[config.mk]
export PLATFORM = sky130hd
export DESIGN_NAME = phy_cr_bridge
export DESIGN_NICKNAME = d
export VERILOG_FILES = /design/src/rtl/pcb_pkg.sv /design/src/rtl/pcb_port_tbl.sv /design/src/rtl/pcb_win_acc.sv /design/src/rtl/pcb_seq.sv /design/src/rtl/phy_cr_bridge.sv
export SDC_FILE = /design/constraint.sdc
export NUM_CORES = 1
export LEC_CHECK = 0
export ABC_AREA = 1
export CORE_MARGIN = 3
export CORE_UTILIZATION = 44
export DETAILED_ROUTE_END_ITERATION = 8
export GPL_TIMING_DRIVEN = 0
export PLACE_DENSITY = 0.76
export SYNTH_ARGS = -nofsm -noshare
export SYNTH_HDL_FRONTEND = slang
export SYNTH_HIERARCHICAL = 1
export SYNTH_SLANG_ARGS = --single-unit
[constraint.sdc]
create_clock -name clk -period 4.2 [get_ports clk]
set_input_delay 1.05 -clock clk [delete_from_list [all_inputs] [get_ports clk]]
set_output_delay 1.05 -clock clk [all_outputs]
set_load 0.03 [all_outputs]
[src/rtl/pcb_pkg.sv]
package pcb_pkg;
   localparam int PHY_AW = 16;
   localparam int PHY_DW = 16;
   localparam int WIN_AW = 12;
   localparam int WIN_DW = 32;
   localparam int DEV_W  = 5;
   localparam int PAGE_W = 7;
   localparam int SLOT_W = 9;

   localparam logic [PHY_AW-1:0] CR_CTL = 16'h80a0;
   localparam logic [PHY_AW-1:0] CR_ADR = 16'h80a1;
   localparam logic [PHY_AW-1:0] CR_DAT = 16'h80a2;
   localparam logic [WIN_AW-1:0] MAP_OFF = 12'h800;
   localparam int BUSY_BIT = 0;
   localparam int WRITE_BIT = 1;

   typedef enum logic [2:0] {
      SQ_IDLE, SQ_POLL_PRE, SQ_ADDR, SQ_WDATA,
      SQ_START, SQ_POLL_POST, SQ_FETCH, SQ_DONE
   } sq_state_t;

   typedef enum logic [1:0] {WA_IDLE, WA_MAP, WA_DATA} wa_state_t;

   function automatic logic [WIN_DW-1:0] page_word(input logic [DEV_W-1:0] dev,
                                                   input logic [PHY_AW-1:0] a);
      return {{(WIN_DW-DEV_W-PAGE_W){1'b0}}, dev, a[PHY_AW-1:SLOT_W]};
   endfunction

   function automatic logic [WIN_AW-1:0] slot_offset(input logic [PHY_AW-1:0] a);
      return {{(WIN_AW-SLOT_W-2){1'b0}}, a[SLOT_W-1:0], 2'b00};
   endfunction
endpackage

[src/rtl/pcb_port_tbl.sv]
module pcb_port_tbl
   import pcb_pkg::*;
#(
   parameter int PORTS  = 24,
   parameter int PORT_W = 5,
   parameter int LANE_W = 2
) (
   input  logic              clk,
   input  logic              rst_n,
   input  logic              wr_en,
   input  logic [PORT_W-1:0] wr_port,
   input  logic [DEV_W-1:0]  wr_dev,
   input  logic [LANE_W-1:0] wr_lane,
   input  logic [PORT_W-1:0] rd_port,
   output logic [DEV_W-1:0]  rd_dev,
   output logic [LANE_W-1:0] rd_lane
);
   logic [DEV_W-1:0]  dev_q  [PORTS];
   logic [LANE_W-1:0] lane_q [PORTS];

   for (genvar g = 0; g < PORTS; g++) begin : g_entry
      always_ff @(posedge clk) begin
         if (!rst_n) begin
            dev_q[g]  <= '0;
            lane_q[g] <= '0;
         end else if (wr_en && wr_port == PORT_W'(g)) begin
            dev_q[g]  <= wr_dev;
            lane_q[g] <= wr_lane;
         end
      end
   end

   always_comb begin
      rd_dev  = '0;
      rd_lane = '0;
      for (int i = 0; i < PORTS; i++) begin
         if (rd_port == PORT_W'(i)) begin
            rd_dev  = dev_q[i];
            rd_lane = lane_q[i];
         end
      end
   end
endmodule

[src/rtl/pcb_win_acc.sv]
module pcb_win_acc
   import pcb_pkg::*;
(
   input  logic              clk,
   input  logic              rst_n,
   input  logic              acc_req,
   input  logic              acc_wr,
   input  logic [PHY_AW-1:0] acc_addr,
   input  logic [PHY_DW-1:0] acc_wdata,
   input  logic [DEV_W-1:0]  acc_dev,
   output logic              acc_done,
   output logic [PHY_DW-1:0] acc_rdata,
   output logic              win_valid,
   input  logic              win_ready,
   output logic              win_write,
   output logic [WIN_AW-1:0] win_addr,
   output logic [WIN_DW-1:0] win_wdata,
   input  logic [WIN_DW-1:0] win_rdata
);
   wa_state_t state;
   logic      unused_hi;

   always_ff @(posedge clk) begin
      if (!rst_n) begin
         state <= WA_IDLE;
      end else begin
         unique case (state)
            WA_IDLE: if (acc_req)   state <= WA_MAP;
            WA_MAP:  if (win_ready) state <= WA_DATA;
            WA_DATA: if (win_ready) state <= WA_IDLE;
            default:                state <= WA_IDLE;
         endcase
      end
   end

   always_comb begin
      win_valid = (state != WA_IDLE);
      if (state == WA_MAP) begin
         win_write = 1'b1;
         win_addr  = MAP_OFF;
         win_wdata = page_word(acc_dev, acc_addr);
      end else begin
         win_write = acc_wr;
         win_addr  = slot_offset(acc_addr);
         win_wdata = {{(WIN_DW-PHY_DW){1'b0}}, acc_wdata};
      end
   end

   assign acc_done  = (state == WA_DATA) && win_ready;
   assign acc_rdata = win_rdata[PHY_DW-1:0];
   assign unused_hi = ^win_rdata[WIN_DW-1:PHY_DW];
endmodule

[src/rtl/pcb_seq.sv]
module pcb_seq
   import pcb_pkg::*;
#(
   parameter int POLL_W = 16
) (
   input  logic              clk,
   input  logic              rst_n,
   input  logic              req_valid,
   output logic              req_ready,
   input  logic              req_write,
   input  logic [PHY_AW-1:0] tgt_addr,
   input  logic [PHY_DW-1:0] req_wdata,
   input  logic [DEV_W-1:0]  tgt_dev,
   input  logic [POLL_W-1:0] poll_limit,
   output logic              acc_req,
   output logic              acc_wr,
   output logic [PHY_AW-1:0] acc_addr,
   output logic [PHY_DW-1:0] acc_wdata,
   output logic [DEV_W-1:0]  acc_dev,
   input  logic              acc_done,
   input  logic [PHY_DW-1:0] acc_rdata,
   output logic              done,
   output logic              timeout_err,
   output logic [PHY_DW-1:0] rdata
);
   sq_state_t         state;
   logic              op_wr;
   logic [PHY_AW-1:0] op_addr;
   logic [PHY_DW-1:0] op_wdata;
   logic [DEV_W-1:0]  op_dev;
   logic [POLL_W-1:0] op_lim;
   logic [POLL_W-1:0] poll_cnt;
   logic              err_q;
   logic [PHY_DW-1:0] rdata_q;
   logic [POLL_W:0]   cnt_nx;
   logic [POLL_W:0]   lim_eff;
   logic [PHY_DW-1:0] start_word;

   assign cnt_nx  = {1'b0, poll_cnt} + 1'b1;
   assign lim_eff = (op_lim == '0) ? (POLL_W+1)'(1) : {1'b0, op_lim};

   always_ff @(posedge clk) begin
      if (!rst_n) begin
         state    <= SQ_IDLE;
         op_wr    <= 1'b0;
         op_addr  <= '0;
         op_wdata <= '0;
         op_dev   <= '0;
         op_lim   <= '0;
         poll_cnt <= '0;
         err_q    <= 1'b0;
         rdata_q  <= '0;
      end else begin
         unique case (state)
            SQ_IDLE: if (req_valid) begin
               op_wr    <= req_write;
               op_addr  <= tgt_addr;
               op_wdata <= req_wdata;
               op_dev   <= tgt_dev;
               op_lim   <= poll_limit;
               poll_cnt <= '0;
               err_q    <= 1'b0;
               state    <= SQ_POLL_PRE;
            end
            SQ_POLL_PRE, SQ_POLL_POST: if (acc_done) begin
               if (!acc_rdata[BUSY_BIT]) begin
                  poll_cnt <= '0;
                  state    <= (state == SQ_POLL_PRE) ? SQ_ADDR : SQ_FETCH;
               end else if (cnt_nx >= lim_eff) begin
                  err_q <= 1'b1;
                  state <= SQ_DONE;
               end else begin
                  poll_cnt <= cnt_nx[POLL_W-1:0];
               end
            end
            SQ_ADDR:  if (acc_done) state <= op_wr ? SQ_WDATA : SQ_START;
            SQ_WDATA: if (acc_done) state <= SQ_START;
            SQ_START: if (acc_done) state <= op_wr ? SQ_DONE : SQ_POLL_POST;
            SQ_FETCH: if (acc_done) begin
               rdata_q <= acc_rdata;
               state   <= SQ_DONE;
            end
            SQ_DONE:  state <= SQ_IDLE;
            default:  state <= SQ_IDLE;
         endcase
      end
   end

   always_comb begin
      start_word            = '0;
      start_word[BUSY_BIT]  = 1'b1;
      start_word[WRITE_BIT] = op_wr;
   end

   always_comb begin
      acc_req   = 1'b0;
      acc_wr    = 1'b0;
      acc_addr  = CR_CTL;
      acc_wdata = '0;
      unique case (state)
         SQ_POLL_PRE, SQ_POLL_POST: acc_req = 1'b1;
         SQ_ADDR: begin
            acc_req = 1'b1; acc_wr = 1'b1; acc_addr = CR_ADR; acc_wdata = op_addr;
         end
         SQ_WDATA: begin
            acc_req = 1'b1; acc_wr = 1'b1; acc_addr = CR_DAT; acc_wdata = op_wdata;
         end
         SQ_START: begin
            acc_req = 1'b1; acc_wr = 1'b1; acc_wdata = start_word;
         end
         SQ_FETCH: begin
            acc_req = 1'b1; acc_addr = CR_DAT;
         end
         default: ;
      endcase
   end

   assign acc_dev     = op_dev;
   assign req_ready   = (state == SQ_IDLE);
   assign done        = (state == SQ_DONE);
   assign timeout_err = (state == SQ_DONE) && err_q;
   assign rdata       = rdata_q;
endmodule

[src/rtl/phy_cr_bridge.sv]
module phy_cr_bridge
   import pcb_pkg::*;
#(
   parameter int PORTS      = 24,
   parameter int LANE_W     = 2,
   parameter int LANE_SHIFT = 8,
   parameter int POLL_W     = 16,
   localparam int PORT_W    = (PORTS > 1) ? $clog2(PORTS) : 1
) (
   input  logic              clk,
   input  logic              rst_n,
   input  logic              tbl_we,
   input  logic [PORT_W-1:0] tbl_port,
   input  logic [DEV_W-1:0]  tbl_dev,
   input  logic [LANE_W-1:0] tbl_lane,
   input  logic              req_valid,
   output logic              req_ready,
   input  logic [PORT_W-1:0] req_port,
   input  logic              req_write,
   input  logic [PHY_AW-1:0] req_addr,
   input  logic [PHY_DW-1:0] req_wdata,
   input  logic [POLL_W-1:0] poll_limit,
   output logic              done,
   output logic [PHY_DW-1:0] rdata,
   output logic              timeout_err,
   output logic              win_valid,
   input  logic              win_ready,
   output logic              win_write,
   output logic [WIN_AW-1:0] win_addr,
   output logic [WIN_DW-1:0] win_wdata,
   input  logic [WIN_DW-1:0] win_rdata
);
   if (PORTS < 1) begin : g_bad_ports
      $error("PORTS must be at least 1");
   end
   if (LANE_SHIFT + LANE_W > PHY_AW) begin : g_bad_lane
      $error("lane offset does not fit the PHY address");
   end
   if (POLL_W < 1) begin : g_bad_poll
      $error("POLL_W must be at least 1");
   end

   logic [DEV_W-1:0]  lk_dev;
   logic [LANE_W-1:0] lk_lane;
   logic [PHY_AW-1:0] tgt_addr;
   logic              acc_req, acc_wr, acc_done;
   logic [PHY_AW-1:0] acc_addr;
   logic [PHY_DW-1:0] acc_wdata, acc_rdata;
   logic [DEV_W-1:0]  acc_dev;

   assign tgt_addr = req_addr + (PHY_AW'(lk_lane) << LANE_SHIFT);

   pcb_port_tbl #(.PORTS(PORTS), .PORT_W(PORT_W), .LANE_W(LANE_W)) u_tbl (
      .clk(clk), .rst_n(rst_n), .wr_en(tbl_we), .wr_port(tbl_port),
      .wr_dev(tbl_dev), .wr_lane(tbl_lane), .rd_port(req_port),
      .rd_dev(lk_dev), .rd_lane(lk_lane)
   );

   pcb_seq #(.POLL_W(POLL_W)) u_seq (
      .clk(clk), .rst_n(rst_n), .req_valid(req_valid), .req_ready(req_ready),
      .req_write(req_write), .tgt_addr(tgt_addr), .req_wdata(req_wdata),
      .tgt_dev(lk_dev), .poll_limit(poll_limit), .acc_req(acc_req),
      .acc_wr(acc_wr), .acc_addr(acc_addr), .acc_wdata(acc_wdata),
      .acc_dev(acc_dev), .acc_done(acc_done), .acc_rdata(acc_rdata),
      .done(done), .timeout_err(timeout_err), .rdata(rdata)
   );

   pcb_win_acc u_win (
      .clk(clk), .rst_n(rst_n), .acc_req(acc_req), .acc_wr(acc_wr),
      .acc_addr(acc_addr), .acc_wdata(acc_wdata), .acc_dev(acc_dev),
      .acc_done(acc_done), .acc_rdata(acc_rdata), .win_valid(win_valid),
      .win_ready(win_ready), .win_write(win_write), .win_addr(win_addr),
      .win_wdata(win_wdata), .win_rdata(win_rdata)
   );
endmodule

==> results.cfg, run 1 <==
[final_layout]
fin_nets = 1919
area_growth_pct = 19.89
final_core_util = 0.5443
layoutNonFillerInstCount = 2203
layout_common_cells = nand2_1, nor2_1, inv_1
drive_gt1_frac = 0.1017
num_antenna_cells = 0
layout_commonest_cell = nand2_1

[logic_synthesis]
syn_avg_cell_area_um2 = 8.159
synth-seq-area-share = 0.5201
ys_seq_elements = 260
synth_area_mm2 = 0.01324
synth_cells = 1623
synthDistinctLibCells = 45
yosysWarnings = 6

[clocking]
cts_hold_buf = 0
cts_buffers = 29
cts_tree = done
clk_latency_ns = 0.56
cts_buffer_depth = 3
path_clk_slew_ns = 0.06
htree_levels = 1
cts-root-buf = clkbuf_16
cts.sinks = 260

[power]
p_leak_nw = 6.455
p_total_w = 0.007692
power.density_mw_per_mm2 = 484.5
peakVddDrop_v = 0.0003196

[critical_path]
cp_common_cell = nand2_1
crit_slowest_cell = clkdlybuf4s15_1
regToRegStartpoint = u_tbl/lane_q[0][1]
critPathLaunch = req_port[2]
r2r_slack_ns = 1.00
cp.depth = 26
crit_end = u_seq/op_addr[13]
slowest_delay_ns = 0.33
critPathTopFamily = simple AND/OR/NAND/NOR gates
r2r.worst_path.cells = 22
path_class = input pin to flip-flop
cp-end-kind = flip-flop
worstPathMaxFanout = 8
worst_setup_path_start_kind = input pin
cp.arrival_ns = 4.40
cp_data_required_time_ns = 4.62
critPathBufInv = 2
r2r-end = u_seq/op_addr[13]

[sta]
relSlewSlack = 0.1824
post-route-period-util = 0.9489
worst_pin_slew_ns = 1.217
finalCriticalPeriod_ns = 3.985
fin_skew_ns = 0.02447
rsz0062_at_grt = false
final.setup.tns_ns = 0
slew_violations = 0
max_freq_mhz = 250.9
finalWorstSetupSlack_ns = 0.2145
finalHoldViolations = 0
finalSetupViolations = 0

[placement]
port_buffers = 111
hpwl_um = 27070
place_inst = 2147
routabilityCongestion = 0.9705
pre_cts_ws_ns = -0.8025

[die]
die_w_um = 179.5
io_pins = 168
initial_core_util = 0.4540
rows = 62
die_h_um = 179.5
die-area_mm2 = 0.03221
core-area_mm2 = 0.02917

[global_route]
grt_pass1_vias = 11080
grt_pass1_wl_um = 57510
overflow = 0
antenna_found_initial = 0
grt_use_total = 0.2176
grt_max_degree = 15

[detailed_routing]
routed_wl_um = 36540
drtIter0Drc = 1132
post-route-drc-count = 0
antenna_left = 0
wire_per_inst_um = 16.59
viasPerCell = 5.228
firstDrtPassIters = 5
num_vias = 11520

[worst_hold_path]
hp-class = flip-flop to flip-flop
min_path_cells = 2

[status]
status = completed

[flow_run]
drv_cap = 0
## synth_stat cells (all sizes together)
library cell / n / area share
a21boi: 1 / 0.00057
and2: 1 / 0.00047
nor2: 291 / 0.089
o41ai: 1 / 0.00066
a21oi: 101 / 0.038
nand4: 41 / 0.019
nand2: 383 / 0.11
o21a: 1 / 0.00057
dfxtp: 92 / 0.14
clkbuf: 34 / 0.0097
fa: 1 / 0.0015
o2111ai: 1 / 0.00066
edfxtp: 168 / 0.38
or2: 24 / 0.011
o21bai: 1 / 0.00057
ha: 19 / 0.018
buf: 70 / 0.037
conb: 3 / 0.00085
inv: 187 / 0.053
xor2: 11 / 0.0073
nor3: 14 / 0.0057
o22ai: 14 / 0.0066
o21ai: 57 / 0.022
xnor2: 4 / 0.0026
nand3b: 1 / 0.00057
nand3: 99 / 0.039
o221ai: 2 / 0.0013
nor3b: 1 / 0.00057
## flip-flops by register name, summed over array words and instances (netlist names)
name,cells
u_win/state,2
u_seq/err_q,1
u_tbl/lane_q,48
u_seq/op_lim,16
u_seq/acc_dev,5
u_seq/poll_cnt,16
u_seq/op_wdata,16
u_seq/op_addr,16
u_seq/op_wr,1
u_tbl/dev_q,120
u_seq/state,3
u_seq/rdata,16
## cell type report
type	instances	area, um2
Fill cell	2724	13290
Sequential cell	260	6887
Multi-Input combinational cell	1101	5185
Timing Repair Buffer	113	1110
Clock buffer	40	780.7
Inverter	187	706.9
Buffer	104	624.3
Tap cell	384	480.5
Clock inverter	14	101.3
## routing by layer
layer,track usage,part of all wire,up-vias
met5,0,0,-
met4,0.06467,0.029,0
met3,0.04184,0.084,81
met2,0.3598,0.47,500
met1,0.2925,0.42,5401
li1,-,-,5536
## report_power, final
group	leakage [nW]	internal, W	total [W]	switching, W
Sequential	2.36	0.00301	0.00315	0.000133
Combinational	3.66	0.000746	0.00218	0.00143
Clock	0.435	0.00136	0.00237	0.00101
Total	6.45	0.00512	0.00769	0.00257
## logic make-up after synthesis
family / Yosys count / synth area share
flip-flops: 260 / 0.5201
AO/OA/AOI/OAI: 179 / 0.07096
buffers and inverters: 291 / 0.1005
XOR/XNOR: 15 / 0.009921
adder cells (fa/ha/maj): 20 / 0.01947
other: 3 / 0.0008504
AND/OR/NAND/NOR: 855 / 0.2782
## through the flow
stage	area [um2]	hold slack, ns
after global placement	14940	0.4410
after global routing	15880	0.4649
after detailed placement	14940	0.4465
final	15880	0.4545
after floorplan	13350	0.4294
after CTS	15860	0.4548
## repair_timing
action                                  CTS  global route
resized for setup                        14            14
endpoints found under the setup margin    5             3
setup buffers                             2             0
pin swaps                                 3             0
## worst register-to-register path, delay by kind of cell, from the launching register on
kind,cells,cell delay (ns)
simple gates,19,2.07
compound gates,2,0.28
fa+ha+maj,1,0.32
flops,1,0.38
## worst min-delay path by stage
stage | slack [ns] | from | to
CTS | 0.45 | u_seq/op_wdata[4] | u_seq/op_wdata[4]
global route | 0.46 | u_seq/op_addr[3] | u_seq/op_addr[3]
global placement | 0.44 | u_seq/op_wdata[12] | u_seq/op_wdata[12]
floorplan | 0.43 | u_seq/op_wdata[1] | u_seq/op_wdata[1]
finish | 0.45 | u_seq/op_addr[10] | u_seq/op_addr[10]
detailed placement | 0.45 | u_seq/op_wdata[4] | u_seq/op_wdata[4]
Power figures use the tool's default switching activity.
==> run 2: changes to the inputs <==
--- a/config.mk
+++ b/config.mk
@@ -6,11 +6,11 @@
 export NUM_CORES = 1
 export LEC_CHECK = 0
 export ABC_AREA = 1
-export CORE_MARGIN = 3
 export CORE_UTILIZATION = 44
 export DETAILED_ROUTE_END_ITERATION = 8
 export GPL_TIMING_DRIVEN = 0
 export PLACE_DENSITY = 0.76
+export SETUP_SLACK_MARGIN = 0.3
 export SYNTH_ARGS = -nofsm -noshare
 export SYNTH_HDL_FRONTEND = slang
 export SYNTH_HIERARCHICAL = 1
==> run 2 against run 1 <==
Non-clock buffer count increased by 4. Combinational power about the same. Total power increased by 0.40%. Global-route usage increased by 1.0 points. Hold slack got worse by 0.00058 ns. Via count decreased by 1.0%. Fmax increased by 6.3%. First-iteration DRC count decreased by 2.8%. Register-to-register slack about the same. Sequential power about the same. Flip-flop and latch count unchanged.
==> results.cfg, run 2 (synthesis gave the netlist of run 1 again) <==
[critical_path]
path_class = flip-flop to primary output
r2r_slack_ns = 1.00
worstPathMaxFanout = 10
worst_setup_path_start_kind = flip-flop
regToRegStartpoint = u_seq/poll_cnt[0]
r2r-end = u_seq/poll_cnt[8]
cp.arrival_ns = 2.70
cp_data_required_time_ns = 3.15
cp-end-kind = primary output
r2r.worst_path.cells = 20

[worst_hold_path]
min_to = u_seq/op_wdata[13]
hp-class = flip-flop to flip-flop
min_from = u_seq/op_wdata[13]
min_path_cells = 2

[sta]
holdWs_ns = 0.4539
finalCriticalPeriod_ns = 3.749
relSlewSlack = 0.2689
worst_pin_slew_ns = 1.085
final.setup.tns_ns = 0
post-route-period-util = 0.8926
finalWorstSetupSlack_ns = 0.4509
slew_violations = 0
finalSetupViolations = 0
rsz0062_at_grt = false
fin_skew_ns = 0.01121
finalHoldViolations = 0
max_freq_mhz = 266.7

[detailed_routing]
drtIter0Drc = 1100
wire_per_inst_um = 16.09
dr_wl_met3_um = 3205
post-route-drc-count = 0
highest_layer = met4
num_vias = 11400
viasPerCell = 5.156
route.met2.wl_um = 17040
m1WireLength_um = 14650
firstDrtPassIters = 5
routed_wl_um = 35580
antenna_left = 0

[die]
initial_core_util = 0.4468
io_pins = 168
die_w_um = 175.5
die_h_um = 175.5
die-area_mm2 = 0.03079
rows = 63
core-area_mm2 = 0.02964

[global_route]
grt_pass1_wl_um = 55500
antenna_found_initial = 0
overflow = 0
grt_use_total = 0.2279
grt_pass1_vias = 10820
grt_max_degree = 14

[final_layout]
area_growth_pct = 20.67
fillCellCount = 2709
fin_nets = 1922
layout_common_cells = nand2_1, nor2_1, inv_1
reg_top3 = u_tbl/dev_q: 120 flops, u_tbl/lane_q: 48 flops
drive_gt1_frac = 0.1104
num_antenna_cells = 0
fin_area_mm2 = 0.01598
layout_commonest_cell = nand2_1
largest_reg_flops = 120
max_flop_register = u_tbl/dev_q

[clocking]
path_clk_slew_ns = 0.06
clk_latency_ns = 0.54
cts_buffers = 28
cts-root-buf = clkbuf_16
cts_hold_buf = 0
cts.sinks = 260
cts_buffer_depth = 3
htree_levels = 1
cts_tree = done

[power]
peakVddDrop_v = 0.0003926
p_total_w = 0.007723
power.density_mw_per_mm2 = 483.4
p_leak_nw = 6.510

[flow_run]
drv_cap = 0

[placement]
hpwl_um = 26000
port_buffers = 111
pre_cts_ws_ns = -0.9064
dpl_cell_area_mm2 = 0.01495
routabilityCongestion = 0.9210

[status]
status = completed
-- run 2: cell types whose count changed in the layout (fill, tap and decap cells not counted), sizes merged --
cell,delta
buf,+7
clkbuf,-3
inv,-2
bufinv,+1
clkdlybuf4s15,-1
clkinv,+1
dlygate4sd2,-1
-- run 2: area by class of cell --
| type | instances | area, um2 | area share |
|---|---|---|---|
| inverters | 187 | 709.4 | 0.04440 |
| repair buffers | 117 | 1145 | 0.07165 |
| clock inverters | 14 | 118.9 | 0.007439 |
| flip-flops and latches | 260 | 6887 | 0.4310 |
| multi-input cells | 1101 | 5224 | 0.3269 |
| well taps | 390 | 488.0 | 0.03054 |
| clock buffers | 38 | 779.5 | 0.04879 |
| plain buffers | 104 | 626.9 | 0.03923 |
-- run 2: worst max path at each step --
stage	startpoint	endpoint	slack [ns]
6_report	u_seq/state[0]	win_wdata[14]	0.45
5_1_grt	req_port[2]	u_seq/op_addr[13]	0.29
4_1_cts	req_port[0]	u_seq/op_addr[14]	0.30
3_5_place_dp	req_port[4]	u_seq/op_addr[14]	-0.91
3_3_place_gp	req_port[4]	u_seq/op_addr[14]	-0.78
2_1_floorplan	req_port[0]	u_seq/op_addr[14]	0.72
-- run 2: routing by layer --
| metal | GRT usage | up-vias |
|---|---|---|
| li1 | - | 5537 |
| met1 | 0.2961 | 5252 |
| met2 | 0.3968 | 546 |
| met3 | 0.03355 | 65 |
| met4 | 0.05833 | 0 |
| met5 | 0 | - |
-- run 2: power by group --
part	total, W	switching [W]	internal (W)	leakage (nW)
logic	0.00217	0.00141	0.000754	3.71
registers	0.00314	0.000132	0.00301	2.36
clock network	0.00241	0.000996	0.00142	0.444
-- run 2: worst max-delay path, stage by stage, from the launching register on --
cell,delay [ns]
dfxtp_1,0.36
nor2_1,0.17
nand2_1,0.29
clkbuf_2,0.31
o22ai_1,0.16
inv_1,0.09
nor2_1,0.10
clkdlybuf4s50_1,0.67
-- run 2: repair_timing --
item / CTS / global route
endpoints found under the hold margin: 0 / 0
resized for setup: 23 / 40
setup buffers: 2 / 4
pin swaps: 2 / 10
setup endpoints to repair: 7 / 16
-- run 2: per-stage QoR --
| stage | utilization | std cells |
|---|---|---|
| global placement | 0.5044 | 2153 |
| global route | 0.5391 | 2211 |
| finish | 0.5391 | 2211 |
| floorplan | - | 1652 |
| detailed placement | 0.5044 | 2153 |
| CTS | 0.5363 | 2207 |
==> run 3: changes to the inputs <==
--- a/config.mk
+++ b/config.mk
@@ -13,5 +13,4 @@
 export SETUP_SLACK_MARGIN = 0.3
 export SYNTH_ARGS = -nofsm -noshare
 export SYNTH_HDL_FRONTEND = slang
-export SYNTH_HIERARCHICAL = 1
 export SYNTH_SLANG_ARGS = --single-unit
==> run 3 against run 2 <==
Final cell count fell by 5.9%. Critical endpoint is now u_seq.op_addr[14]. Combinational power shrank 13%. Global-route usage is 1.3 points higher. Total power down 4.7%. Hold slack better by 0.011 ns. Sequential power barely moved. Via count shrank 2.6%. Final area shrank 1.9%. Largest cell class unchanged. Critical path depth is 12 higher. Non-clock buffer count is 6 higher. Clock skew hardly changed. Worst setup slack got worse by 0.39 ns. Largest power group unchanged.
==> results.cfg, run 3 <==
[flow_run]
drv_cap = 0

[logic_synthesis]
yosys-top-cells-area = edfxtp_1, dfxtp_1, nor2_1
synth_edf_count = 168
syn_avg_cell_area_um2 = 8.459
yosysWarnings = 0
synth_area_mm2 = 0.01249
ys.flop_type = edfxtp_1
yosysTopAreaCellShare = 0.4038
ys_seq_elements = 260
synth_cells = 1477
synth_most_common_cell = nor2_1
synthArstFlopShare = 0
yosys.area.top_type = edfxtp_1
synth_common_cells = nor2_1, nand2_1, edfxtp_1
synth-seq-area-share = 0.5512
synthDistinctLibCells = 56

[final_layout]
seqCellArea_mm2 = 0.006887
fin_nets = 1805
multiInputGateArea_mm2 = 0.004971
layout_commonest_cell = nor2_1
area_growth_pct = 25.51
max_flop_register = u_tbl.dev_q
fillCellCount = 2357
layoutNonFillerInstCount = 2081
reg_top3 = u_tbl.dev_q: 120 flops, u_tbl.lane_q: 48 flops
drive_gt1_frac = 0.1046
largest_reg_flops = 120
layout_common_cells = nor2_1, nand2_1, edfxtp_1

[die]
core-area_mm2 = 0.02786
initial_core_util = 0.4485
io_pins = 168
die_w_um = 170.5
rows = 61
die_h_um = 170.5
die-area_mm2 = 0.02907

[power]
peakVddDrop_v = 0.0003083
p_leak_nw = 6.552
power.density_mw_per_mm2 = 469.3

[clocking]
path_clk_slew_ns = 0.06
cts_buffer_depth = 3
cts_hold_buf = 0
cts-root-buf = clkbuf_16
clk_latency_ns = 0.54
cts.sinks = 260
cts_tree = done
cts_buffers = 28
htree_levels = 1

[critical_path]
r2r.worst_path.cells = 19
cp.arrival_ns = 4.58
r2r-end = u_seq.poll_cnt[3]
path_class = input pin to flip-flop
regToRegStartpoint = u_seq.poll_cnt[2]
critPathLaunch = req_port[0]
cp-end-kind = flip-flop
cp_data_required_time_ns = 4.64
r2r_slack_ns = 0.55
worstPathMaxFanout = 8
worst_setup_path_start_kind = input pin

[sta]
holdWs_ns = 0.4653
rsz0062_at_grt = true
finalCriticalPeriod_ns = 4.139
finalHoldViolations = 0
max_freq_mhz = 241.6
relSlewSlack = 0.2014
post-route-period-util = 0.9854
worst_pin_slew_ns = 1.189
finalSetupViolations = 0
fin_skew_ns = 0.01166
slew_violations = 0

[detailed_routing]
antenna_left = 0
drtIter0Drc = 1414
num_vias = 11100
routed_wl_um = 35540
viasPerCell = 5.333
wire_per_inst_um = 17.08
post-route-drc-count = 0
firstDrtPassIters = 6

[placement]
routabilityCongestion = 0.9610
place_inst = 2004
port_buffers = 127
hpwl_um = 25070

[worst_hold_path]
min_to = u_seq.op_wdata[6]
hp-class = flip-flop to flip-flop
min_path_cells = 2
min_from = u_seq.op_wdata[6]

[global_route]
overflow = 0
grt_pass1_wl_um = 54350
grt_max_degree = 14
grt_use_total = 0.2405
antenna_found_initial = 1
grt_pass1_vias = 10460

[status]
status = completed
==> run 3: kinds of logic after synthesis <==
kind of cell,share of synthesized area
and+or+nand+nor,0.2596
AOI/OAI and AO/OA,0.08432
buffers and inverters,0.07561
xor gates and xnor gates,0.008413
DFF,0.5512
other,0.0003001
adders and majority gates,0.02063
==> run 3: final cells by class <==
type,count,area share
Sequential cell,260,0.4392
Tap cell,378,0.03016
Clock inverter,16,0.006383
Multi-Input combinational cell,1014,0.3170
Inverter,151,0.03726
Clock buffer,34,0.04811
Timing Repair Buffer,153,0.09742
Buffer,74,0.02434
Antenna cell,1,0.0001596
==> run 3: metal layers <==
metal / vias to the layer above / global-route usage / part of all wire
li1: 5246 / - / -
met1: 5149 / 0.3129 / 0.39
met2: 585 / 0.3954 / 0.48
met3: 118 / 0.03701 / 0.086
met4: 0 / 0.1089 / 0.043
met5: - / 0 / 0
==> run 3: stage by stage <==
step	worst slack (ns)	instance area (um2)	utilization	total power (W)	TNS [ns]
after global routing	-0.01763	15680	0.5629	0.007679	-0.01763
after global placement	-1.035	14320	0.5141	0.004945	-5.899
after detailed placement	-1.111	14320	0.5141	0.004989	-6.106
after floorplan	0.4229	12580	-	0.004339	0
after CTS	0.2397	15470	0.5552	0.007323	0
final	0.06124	15680	0.5629	0.007360	0
==> run 3: worst max path at each step <==
| stage | end | slack (ns) | depth (start not counted) |
|---|---|---|---|
| 2_1_floorplan | u_seq.op_addr[14] | 0.42 | 26 |
| 3_3_place_gp | u_seq.op_addr[14] | -1.03 | 27 |
| 3_5_place_dp | u_seq.op_addr[15] | -1.11 | 26 |
| 4_1_cts | u_seq.op_addr[15] | 0.24 | 27 |
| 5_1_grt | u_seq.op_addr[14] | -0.02 | 28 |
| 6_report | u_seq.op_addr[14] | 0.06 | 19 |
==> run 3: what timing repair did <==
action / 4_1_cts / 5_1_grt
setup buffers: 18 / 8
resized for setup: 78 / 51
endpoints found under the setup margin: 18 / 28
cloned: 0 / 0
pin swaps: 21 / 40
==> run 3: worst max-delay path, cell delays in order <==
cell      delay, ns
buf_12         0.12
buf_4          0.14
nor2_4         0.18
buf_4          0.17
inv_1          0.06
nor3_1         0.94
nand2_1        0.12
nand4_1        0.19
nor2_1         0.07
nor2_1         0.14
ha_2           0.22
inv_1          0.06
fa_2           0.38
nor3_4         0.19
nand2_1        0.10
nor2_2         0.12
o21ai_1        0.07
o221ai_1       0.18
inv_1          0.05
==> run 3: report_power, final <==
| part | switching, W | internal, W |
|---|---|---|
| logic | 0.00126 | 0.000612 |
| registers | 0.000134 | 0.00302 |
| clock network | 0.000998 | 0.00133 |
